[src/rtl/wag_pkg.sv]
`timescale 1ns/1ps
package wag_pkg;
   localparam int unsigned CW_W          = 32;
   localparam int unsigned CFG_LOCK_BIT  = 7;
   localparam int unsigned USER_EN_BIT   = 8;
   localparam int unsigned NS_EN_BIT     = 9;
   localparam int unsigned TZ_LOCK_BIT   = 11;
   localparam int unsigned LIST_LOCK_BIT = 15;
   localparam int unsigned ALLOW_LSB     = 16;
   localparam int unsigned ALLOW_W       = 16;

   typedef struct packed {
      logic [ALLOW_W-1:0] allow;
      logic               list_lock;
      logic               tz_lock;
      logic               ns_en;
      logic               user_en;
      logic               cfg_lock;
   } wag_ctrl_t;

   function automatic logic [CW_W-1:0] wag_pack(input wag_ctrl_t c);
      logic [CW_W-1:0] w;
      w = '0;
      w[ALLOW_LSB +: ALLOW_W] = c.allow;
      w[LIST_LOCK_BIT]        = c.list_lock;
      w[TZ_LOCK_BIT]          = c.tz_lock;
      w[NS_EN_BIT]            = c.ns_en;
      w[USER_EN_BIT]          = c.user_en;
      w[CFG_LOCK_BIT]         = c.cfg_lock;
      return w;
   endfunction
endpackage

[src/rtl/wag_ctrl_reg.sv]
`timescale 1ns/1ps
module wag_ctrl_reg
   import wag_pkg::*;
(
   input  logic            clk,
   input  logic            rst_n,
   input  logic            we,
   input  logic [CW_W-1:0] wdata,
   output wag_ctrl_t       q
);
   // each field group is writable only while its own lock is still open
   always_ff @(posedge clk or negedge rst_n) begin
      if (!rst_n) begin
         q <= '0;
      end else if (we) begin
         if (!q.tz_lock) begin
            q.tz_lock <= wdata[TZ_LOCK_BIT];
            q.ns_en   <= wdata[NS_EN_BIT];
            q.user_en <= wdata[USER_EN_BIT];
         end
         if (!q.list_lock) begin
            q.list_lock <= wdata[LIST_LOCK_BIT];
            q.allow     <= wdata[ALLOW_LSB +: ALLOW_W];
         end
         if (!q.cfg_lock) begin
            q.cfg_lock <= wdata[CFG_LOCK_BIT];
         end
      end
   end
endmodule

[src/rtl/wag_bank.sv]
`timescale 1ns/1ps
module wag_bank #(
   parameter int unsigned          N_WORDS   = 8,
   parameter int unsigned          DATA_W    = 32,
   parameter int unsigned          IW        = 3,
   parameter logic [N_WORDS-1:0]   PROT_MASK = '0
) (
   input  logic                        clk,
   input  logic                        rst_n,
   input  logic                        we,
   input  logic [IW-1:0]               widx,
   input  logic [DATA_W-1:0]           wdata,
   input  logic                        cfg_lock,
   output logic [N_WORDS*DATA_W-1:0]   words,
   output logic                        frozen_hit
);
   logic [N_WORDS-1:0] frozen;

   for (genvar gi = 0; gi < N_WORDS; gi++) begin : g_word
      logic              hit;
      logic [DATA_W-1:0] word_q;
      assign hit = (widx == IW'(gi));
      if (PROT_MASK[gi]) begin : g_prot
         assign frozen[gi] = hit & cfg_lock;
         always_ff @(posedge clk or negedge rst_n) begin
            if (!rst_n)                        word_q <= '0;
            else if (we && hit && !cfg_lock)   word_q <= wdata;
         end
      end else begin : g_open
         assign frozen[gi] = 1'b0;
         always_ff @(posedge clk or negedge rst_n) begin
            if (!rst_n)          word_q <= '0;
            else if (we && hit)  word_q <= wdata;
         end
      end
      assign words[gi*DATA_W +: DATA_W] = word_q;
   end

   assign frozen_hit = |frozen;
endmodule

[src/rtl/wag_policy.sv]
`timescale 1ns/1ps
module wag_policy
   import wag_pkg::*;
#(
   parameter int unsigned AW      = 4,
   parameter int unsigned DOM_W   = 4,
   parameter int unsigned N_WORDS = 8,
   parameter int unsigned IW      = 3
) (
   input  logic             wr_en,
   input  logic [AW-1:0]    wr_addr,
   input  logic [DOM_W-1:0] wr_dom,
   input  logic             wr_priv,
   input  logic             wr_sec,
   input  wag_ctrl_t        ctrl,
   input  logic             frozen_hit,
   output logic             ctrl_we,
   output logic             bank_we,
   output logic [IW-1:0]    bank_idx,
   output logic             grant_d,
   output logic             err_d
);
   logic mode_ok, dom_ok, is_ctrl, in_bank;
   logic [AW-1:0] idx_full;

   always_comb begin
      mode_ok  = (wr_priv | ctrl.user_en) & (wr_sec | ctrl.ns_en);
      dom_ok   = ctrl.allow[wr_dom];
      is_ctrl  = (wr_addr == '0);
      in_bank  = !is_ctrl && (wr_addr <= AW'(N_WORDS));
      idx_full = wr_addr - AW'(1);
      bank_idx = idx_full[IW-1:0];
      ctrl_we  = wr_en & is_ctrl & mode_ok;
      bank_we  = wr_en & in_bank & mode_ok & dom_ok & !frozen_hit;
      grant_d  = ctrl_we | bank_we;
      err_d    = wr_en & !(ctrl_we | bank_we);
   end
endmodule

[src/rtl/wr_auth_gate.sv]
`timescale 1ns/1ps
module wr_auth_gate
   import wag_pkg::*;
#(
   parameter int unsigned        N_WORDS   = 8,
   parameter int unsigned        DOM_W     = 4,
   parameter int unsigned        AW        = $clog2(N_WORDS + 1),
   parameter logic [N_WORDS-1:0] PROT_MASK = 8'h0F
) (
   input  logic             clk,
   input  logic             rst_n,
   input  logic             wr_en,
   input  logic [AW-1:0]    wr_addr,
   input  logic [31:0]      wr_data,
   input  logic [DOM_W-1:0] wr_dom,
   input  logic             wr_priv,
   input  logic             wr_sec,
   input  logic [AW-1:0]    rd_addr,
   output logic [31:0]      rd_data,
   output logic             wr_grant,
   output logic             wr_err
);
   localparam int unsigned DATA_W = CW_W;
   localparam int unsigned IW     = (N_WORDS > 1) ? $clog2(N_WORDS) : 1;

   if ((1 << DOM_W) != ALLOW_W) begin : g_bad_dom
      $error("DOM_W must address exactly the allow-list width");
   end
   if (AW < $clog2(N_WORDS + 1)) begin : g_bad_aw
      $error("AW too narrow for policy word plus bank");
   end
   if (N_WORDS < 2) begin : g_bad_n
      $error("N_WORDS must be at least 2");
   end

   wag_ctrl_t                 ctrl_q;
   logic [DATA_W-1:0]         ctrl_word;
   logic [N_WORDS*DATA_W-1:0] words;
   logic                      frozen_hit, ctrl_we, bank_we, grant_d, err_d;
   logic [IW-1:0]             bank_idx;

   wag_policy #(.AW(AW), .DOM_W(DOM_W), .N_WORDS(N_WORDS), .IW(IW)) policy_i (
      .wr_en(wr_en), .wr_addr(wr_addr), .wr_dom(wr_dom), .wr_priv(wr_priv),
      .wr_sec(wr_sec), .ctrl(ctrl_q), .frozen_hit(frozen_hit),
      .ctrl_we(ctrl_we), .bank_we(bank_we), .bank_idx(bank_idx),
      .grant_d(grant_d), .err_d(err_d)
   );

   wag_ctrl_reg ctrl_i (
      .clk(clk), .rst_n(rst_n), .we(ctrl_we), .wdata(wr_data), .q(ctrl_q)
   );

   wag_bank #(.N_WORDS(N_WORDS), .DATA_W(DATA_W), .IW(IW), .PROT_MASK(PROT_MASK)) bank_i (
      .clk(clk), .rst_n(rst_n), .we(bank_we), .widx(bank_idx), .wdata(wr_data),
      .cfg_lock(ctrl_q.cfg_lock), .words(words), .frozen_hit(frozen_hit)
   );

   assign ctrl_word = wag_pack(ctrl_q);

   always_ff @(posedge clk or negedge rst_n) begin
      if (!rst_n) begin
         wr_grant <= 1'b0;
         wr_err   <= 1'b0;
      end else begin
         wr_grant <= grant_d;
         wr_err   <= err_d;
      end
   end

   always_comb begin
      rd_data = '0;
      if (rd_addr == '0) rd_data = ctrl_word;
      for (int i = 0; i < N_WORDS; i++) begin
         if (rd_addr == AW'(i + 1)) rd_data = words[i*DATA_W +: DATA_W];
      end
   end
endmodule

[config.mk]
export PLATFORM = sky130hd
export DESIGN_NAME = wr_auth_gate
export DESIGN_NICKNAME = d
export VERILOG_FILES = /design/src/rtl/wag_pkg.sv /design/src/rtl/wag_ctrl_reg.sv /design/src/rtl/wag_bank.sv /design/src/rtl/wag_policy.sv /design/src/rtl/wr_auth_gate.sv
export SDC_FILE = /design/constraint.sdc
export NUM_CORES = 1
export LEC_CHECK = 0
export ABC_AREA = 1
export ABC_CLOCK_PERIOD_IN_PS = 2800
export BUFFER_PORTS_ARGS = -buffer_cell sky130_fd_sc_hd__buf_2
export CAP_MARGIN = 10
export CORE_MARGIN = 10
export CORE_UTILIZATION = 25
export CTS_BUF_LIST = sky130_fd_sc_hd__clkbuf_4
export DETAILED_ROUTE_END_ITERATION = 12
export HOLD_SLACK_MARGIN = 0.03
export SYNTH_ARGS = -nofsm -noshare
export SYNTH_HDL_FRONTEND = slang
export SYNTH_SLANG_ARGS = --single-unit
[constraint.sdc]
create_clock -name clk -period 2.8 [get_ports clk]
set_clock_uncertainty 0.2 [all_clocks]
set_input_delay 0.14 -clock clk [delete_from_list [all_inputs] [get_ports clk]]
set_output_delay 0.14 -clock clk [all_outputs]
set_load 0.02 [all_outputs]
After elaboration in Yosys (flattened, before gate mapping). Index checks and enable logic that the tools add are counted.

Register bits: 279. Input bits: 49. Output and inout bits: 34. Logic and storage cells: 88.

Add/sub/neg operators: 1. $lt $le $gt $ge: 2. Equal/unequal tests: 15. Mux-type cells: 14. Bitwise logic cells: 17. Reductions and logical operators: 23.

Operators by type and width (number): 32-bit 2-to-1 mux (9); 4-bit by 3-bit == test with 1-bit output (second input constant) (4); 1-bit logical AND (13); 1-bit bitwise AND (12); 3-bit == test (second input constant) (4); 4-bit by 2-bit == test with 1-bit output (second input constant) (2); 4-bit zero test (2); 3-bit by 2-bit == test with 1-bit output (second input constant) (2); 4-bit by 5-bit less-than comparator with 1-bit output (second input constant) (1); 1-bit binary-select mux with 4-bit select (1); 4-bit by 1-bit == test with 1-bit output (second input constant) (1); 4-bit == test (second input constant) (1); 4-bit less-or-equal comparator (second input constant) (1); 1-bit zero test (4); 2-bit AND reduction (2); 4-bit OR reduction (1); 3-bit by 1-bit == test with 1-bit output (second input constant) (1); 3-bit zero test (1); 1-bit 2-to-1 mux (3); 3-bit 2-to-1 mux (1); 1-bit bitwise OR (3); 3-bit by 1-bit subtractor with 3-bit output (second input constant) (1); 1-bit inverter (2).

Logic depth before layout (Yosys ltp).
Depth in word-level cells: 10. Depth in mapped cells: 12.

By module. A second synthesis with hierarchy kept.

Cell total of the unflattened synthesis: 1731. Area total of the unflattened synthesis: 13422.9 µm².

By module, submodules not included: wag_bank (instances 1, cells an instance 1060, area each 9955.8 µm², sequential area each 6406.1 µm²); wr_auth_gate (instances 1, cells an instance 529, area each 2378.5 µm², sequential area each 50.0 µm²); wag_ctrl_reg (instances 1, cells an instance 88, area each 813.3 µm², sequential area each 525.5 µm²); wag_policy (instances 1, cells an instance 54, area each 275.3 µm², sequential area each 0.0 µm²).

Least setup slack after synthesis. Ideal clock, no wire load.

Path kind: input -> output. Start point: input rd_addr[3]. End point: output rd_data[4]. Data arrival time: 1.450 ns. Data required time: 2.460 ns. Setup slack: 1.010 ns. Stages: 9. Buffers on the path: 1. Cells stage by stage: nor2_1 nand2_1 inv_1 buf_2 nand2_1 nand2_1 nor2_1 and3_1 nand4_1.

Longest elaborated chain between the ends: 9. Elaborated cells between the ends (all ways): 16. Classes of those cells: 8 x eq/ne; 8 x mux.

Ends and longest elaborated chain: start: declaration (line wr_auth_gate.sv:18) `input logic [AW-1:0] rd_addr,`; 4-bit by 1-bit == test with 1-bit output (line wr_auth_gate.sv:74) `if (rd_addr == AW'(i + 1)) rd_data = words[i*DATA_W +: DATA_W];`; 32-bit 2-to-1 mux (7 in series) (line wr_auth_gate.sv:74); 32-bit 2-to-1 mux (*) (line wr_auth_gate.sv:74); end: declaration (line wr_auth_gate.sv:19) `output logic [31:0] rd_data,`.

Mark *: on every way between the ends. The rest lies on a longest branch, timed or not.

Worst setup path in the final report.
Start point: input wr_en. End point: register bank_i.g_word[0].word_q[31].

Longest elaborated chain between the ends: 6.

Ends and longest elaborated chain: start: declaration (line wr_auth_gate.sv:12) `input logic wr_en,`; 1-bit bitwise AND (4 in series) (line wag_policy.sv:34) `bank_we = wr_en & in_bank & mode_ok & dom_ok & !frozen_hit;`; 1-bit logical AND (2 in series) (line wag_bank.sv:27) `else if (we && hit && !cfg_lock) word_q <= wdata;`; end signal: assignment (line wag_bank.sv:27); end: declaration (line wag_bank.sv:21) `logic [DATA_W-1:0] word_q;`.

Every way passes these cells. A chain may end at the register's enable or synchronous reset.

==> out/summary.txt <==
=====================================================================================
Reg-to-reg setup timing slack                                                 0.35 ns
Pre-antenna DRT Iters                                                               5
Starting density of the core                                                    25.2%
P&R area growth vs syn                                                          20.6%
Transition time of the tightest slew-check pin                               0.764 ns
Worst hold stages                                                                   4
Final standard cell utilization of the core                                     30.3%
Register area share after synthesis                                             51.8%
FF-to-FF End                                                             bank_i.g_word[0].word_q[31]
Final wirelength                                                         46100 microns
Worst slew slack as a fraction of its limit                                     49.0%
Net count of the finished layout                                                 1986
Number of buffers inserted by port buffering                                       82
Antenna Violating Nets Remaining                                                    0
Max VDD drop                                                               0.000218 V
Reg2reg path depth                                                                  9
Max Fanout on Critical Path                                                         9
Worst-case hold path end point                                           bank_i.g_word[2].word_q[11]
Final setup fails                                                                   0
Ports placed on the boundary                                                       83
Total clock buffers created by CTS                                                 73
Yosys warning total                                                                 0
Maximum frequency from static timing analysis                                 380 MHz
Post-DR wirelength/cell                                                  17.2 microns
Final worst path period need                                                  2.63 ns
Reg-to-Reg Start                                                          ctrl_i.q[1]
Cell leakage power                                                            8.62 nW
Period Utilization, post-route                                                  94.1%
Clock insertion delay at the later pin of the skew report                     0.79 ns
Number of clock sinks seen by CTS                                                 279
Row Count                                                                          85
Number of instances in the synthesized netlist                                   1784
Final count of hold timing violations                                               0
Global placer's final weighted congestion                                       0.838
Number of DRC violations after detailed routing                                     0
All-Layer GR Usage                                                              14.6%
Mapped cell area                                                          13500 sq um
FF+latch count, synth                                                             279
Antenna violations before repair                                                    5
Maximum number of pins on one net before global-route repair                       80
Final Slew Violations                                                               0
H-tree depth                                                                        3
Post-synthesis average cell area                                           7.56 sq um
Combined area of the multi-input logic cells                               5560 sq um
Synth cell types                                                                   25
Clock tree from TritonCTS                                                         yes
Detailed placer's ending HPWL                                            29400 microns
Via count of the first global-routing pass                                      12845
Sequential cell area                                                       6980 sq um
Clock transition at path regs                                                 0.07 ns
Startpoint of the lowest-slack hold path                                  wr_data[11]
Syn Nets                                                                         1833
Result of the run                                                           completed
GR Overflow Total                                                                   0
Post-route total power                                                        9.08 mW
Most frequent standard cell in the layout excluding fill and tap cells   sky130_fd_sc_hd__nand2_1
Vias after detailed routing                                                     12638
Root buffer selected by CTS                                              sky130_fd_sc_hd__clkbuf_4
Layout cell share with drive strength beyond 1                                  13.6%
Setup Crit Path Kind                                                     primary input to flop
Total core area                                                           53600 sq um
Number of vias per cell                                                          4.72
Endpoint type of the worst setup path                                            flop
Type of origin of the critical path                                      primary input
Power density of the placed cells                                         558 nW/um^2
Crit path required time                                                       3.30 ns
Commonest cells after routing, fill and taps aside                       sky130_fd_sc_hd__nand2_1, sky130_fd_sc_hd__nand3_1, sky130_fd_sc_hd__dfrtp_1, sky130_fd_sc_hd__clkbuf_4, sky130_fd_sc_hd__buf_2
WP data arrival                                                               3.13 ns
Fill cell count                                                                  5764
Max-capacitance violation count                                                     0
Horiz. Die Dim                                                            252 microns
Clock Tree Buf Depth                                                                3
Kind of path behind the tightest hold check                              primary input to flop
Global-route wire length before repair                                   73000 microns
Die footprint                                                             63600 sq um
Die extent in y                                                           252 microns
Iteration-0 DRC Markers                                                          1036
=====================================================================================
==> metal layers <==
metal	GRT usage, %	wire [microns]	up-vias
met3	3.62	3540	101
met5	0	27	-
met1	18.3	19700	6014
met2	23.5	21300	478
met4	6.13	1560	4
li1	-	-	6041
==> cells in the mapped netlist (all sizes together) <==
| master | n | area (sq um) |
|---|---|---|
| nor2 | 76 | 293 |
| o21ai | 14 | 70.1 |
| nand4 | 48 | 300 |
| a21o | 1 | 7.51 |
| nor3 | 3 | 15.0 |
| clkinv | 4 | 15.0 |
| nand2 | 793 | 2980 |
| or2 | 1 | 6.26 |
| inv | 58 | 218 |
| buf | 39 | 353 |
| o21bai | 1 | 7.51 |
| nor3b | 1 | 7.51 |
| dfrtp | 279 | 6980 |
| nand3 | 342 | 1710 |
| clkbuf | 99 | 383 |
| a21oi | 22 | 121 |
| and3 | 3 | 18.8 |
==> power breakdown <==
| part | internal (mW) | switching, mW | total [mW] |
|---|---|---|---|
| Combinational | 0.305 | 0.616 | 0.921 |
| Clock | 2.00 | 1.68 | 3.68 |
| Sequential | 4.33 | 0.152 | 4.48 |
==> repair_timing <==
item	CTS	global route
hold endpoints to repair	558	1
gates resized for setup	0	1
buffers inserted	0	3
hold buffers	67	1
setup endpoints to repair	0	6
==> cell families after synthesis <==
| kind of cell | after synthesis | synth area share, % |
|---|---|---|
| compound gates | 38 | 1.53 |
| flops | 279 | 51.8 |
| buf+inv | 200 | 7.18 |
| simple gates | 1267 | 39.5 |
==> sequential cells by signal (all words and copies together) (netlist names) <==
signal and cells:
bank_i.g_word.word_q 256, ctrl_i.q 21, wr_err 1, wr_grant 1
==> stage by stage <==
stage          TNS (ns)  std cells  hold slack, ns  setup slack (ns)  cell area [sq um]
5_1_grt        -0.00749       2678          0.0616          -0.00749              16300
3_3_place_gp          0       2487         -0.0195             0.527              14600
3_5_place_dp          0       2487         -0.0142             0.451              14600
4_1_cts               0       2671          0.0303            0.0772              16200
6_report              0       2679          0.0768             0.165              16300
2_1_floorplan         0       1784          -0.356              1.01              13500
==> final cells by class <==
type	instances	area share [%]
Clock buffer	100	4.62
Multi-Input combinational cell	1305	34.2
Inverter	62	1.43
Clock inverter	17	1.05
Antenna cell	4	0.0615
Tap cell	696	5.35
Sequential cell	279	42.9
Timing Repair Buffer	216	10.4
==> worst max-delay path: stages <==
cell and delay [ns]:
sky130_fd_sc_hd__dlygate4sd3_1 0.54, sky130_fd_sc_hd__buf_2 0.10, sky130_fd_sc_hd__dlygate4sd3_1 0.54, sky130_fd_sc_hd__inv_1 0.08, sky130_fd_sc_hd__nor2_1 0.17, sky130_fd_sc_hd__nand3_1 0.14, sky130_fd_sc_hd__a21oi_4 0.28, sky130_fd_sc_hd__nand2_2 0.12
sky130_fd_sc_hd__nor2_4 0.15, sky130_fd_sc_hd__dlygate4sd3_1 0.68, sky130_fd_sc_hd__nand3_1 0.10, sky130_fd_sc_hd__nand2_1 0.08
==> worst max-delay path by stage <==
stage | start | endpoint | slack, ns | depth (start not counted)
2_1_floorplan | rd_addr[3] | rd_data[4] | 1.01 | 9
5_1_grt | wr_en | bank_i.g_word[0].word_q[31] | -0.007 | 12
3_5_place_dp | rd_addr[3] | rd_data[18] | 0.45 | 12
6_report | wr_en | bank_i.g_word[0].word_q[31] | 0.17 | 12
3_3_place_gp | rd_addr[3] | rd_data[18] | 0.53 | 12
4_1_cts | wr_en | bank_i.g_word[0].word_q[31] | 0.08 | 12
Power figures use the tool's default switching activity.
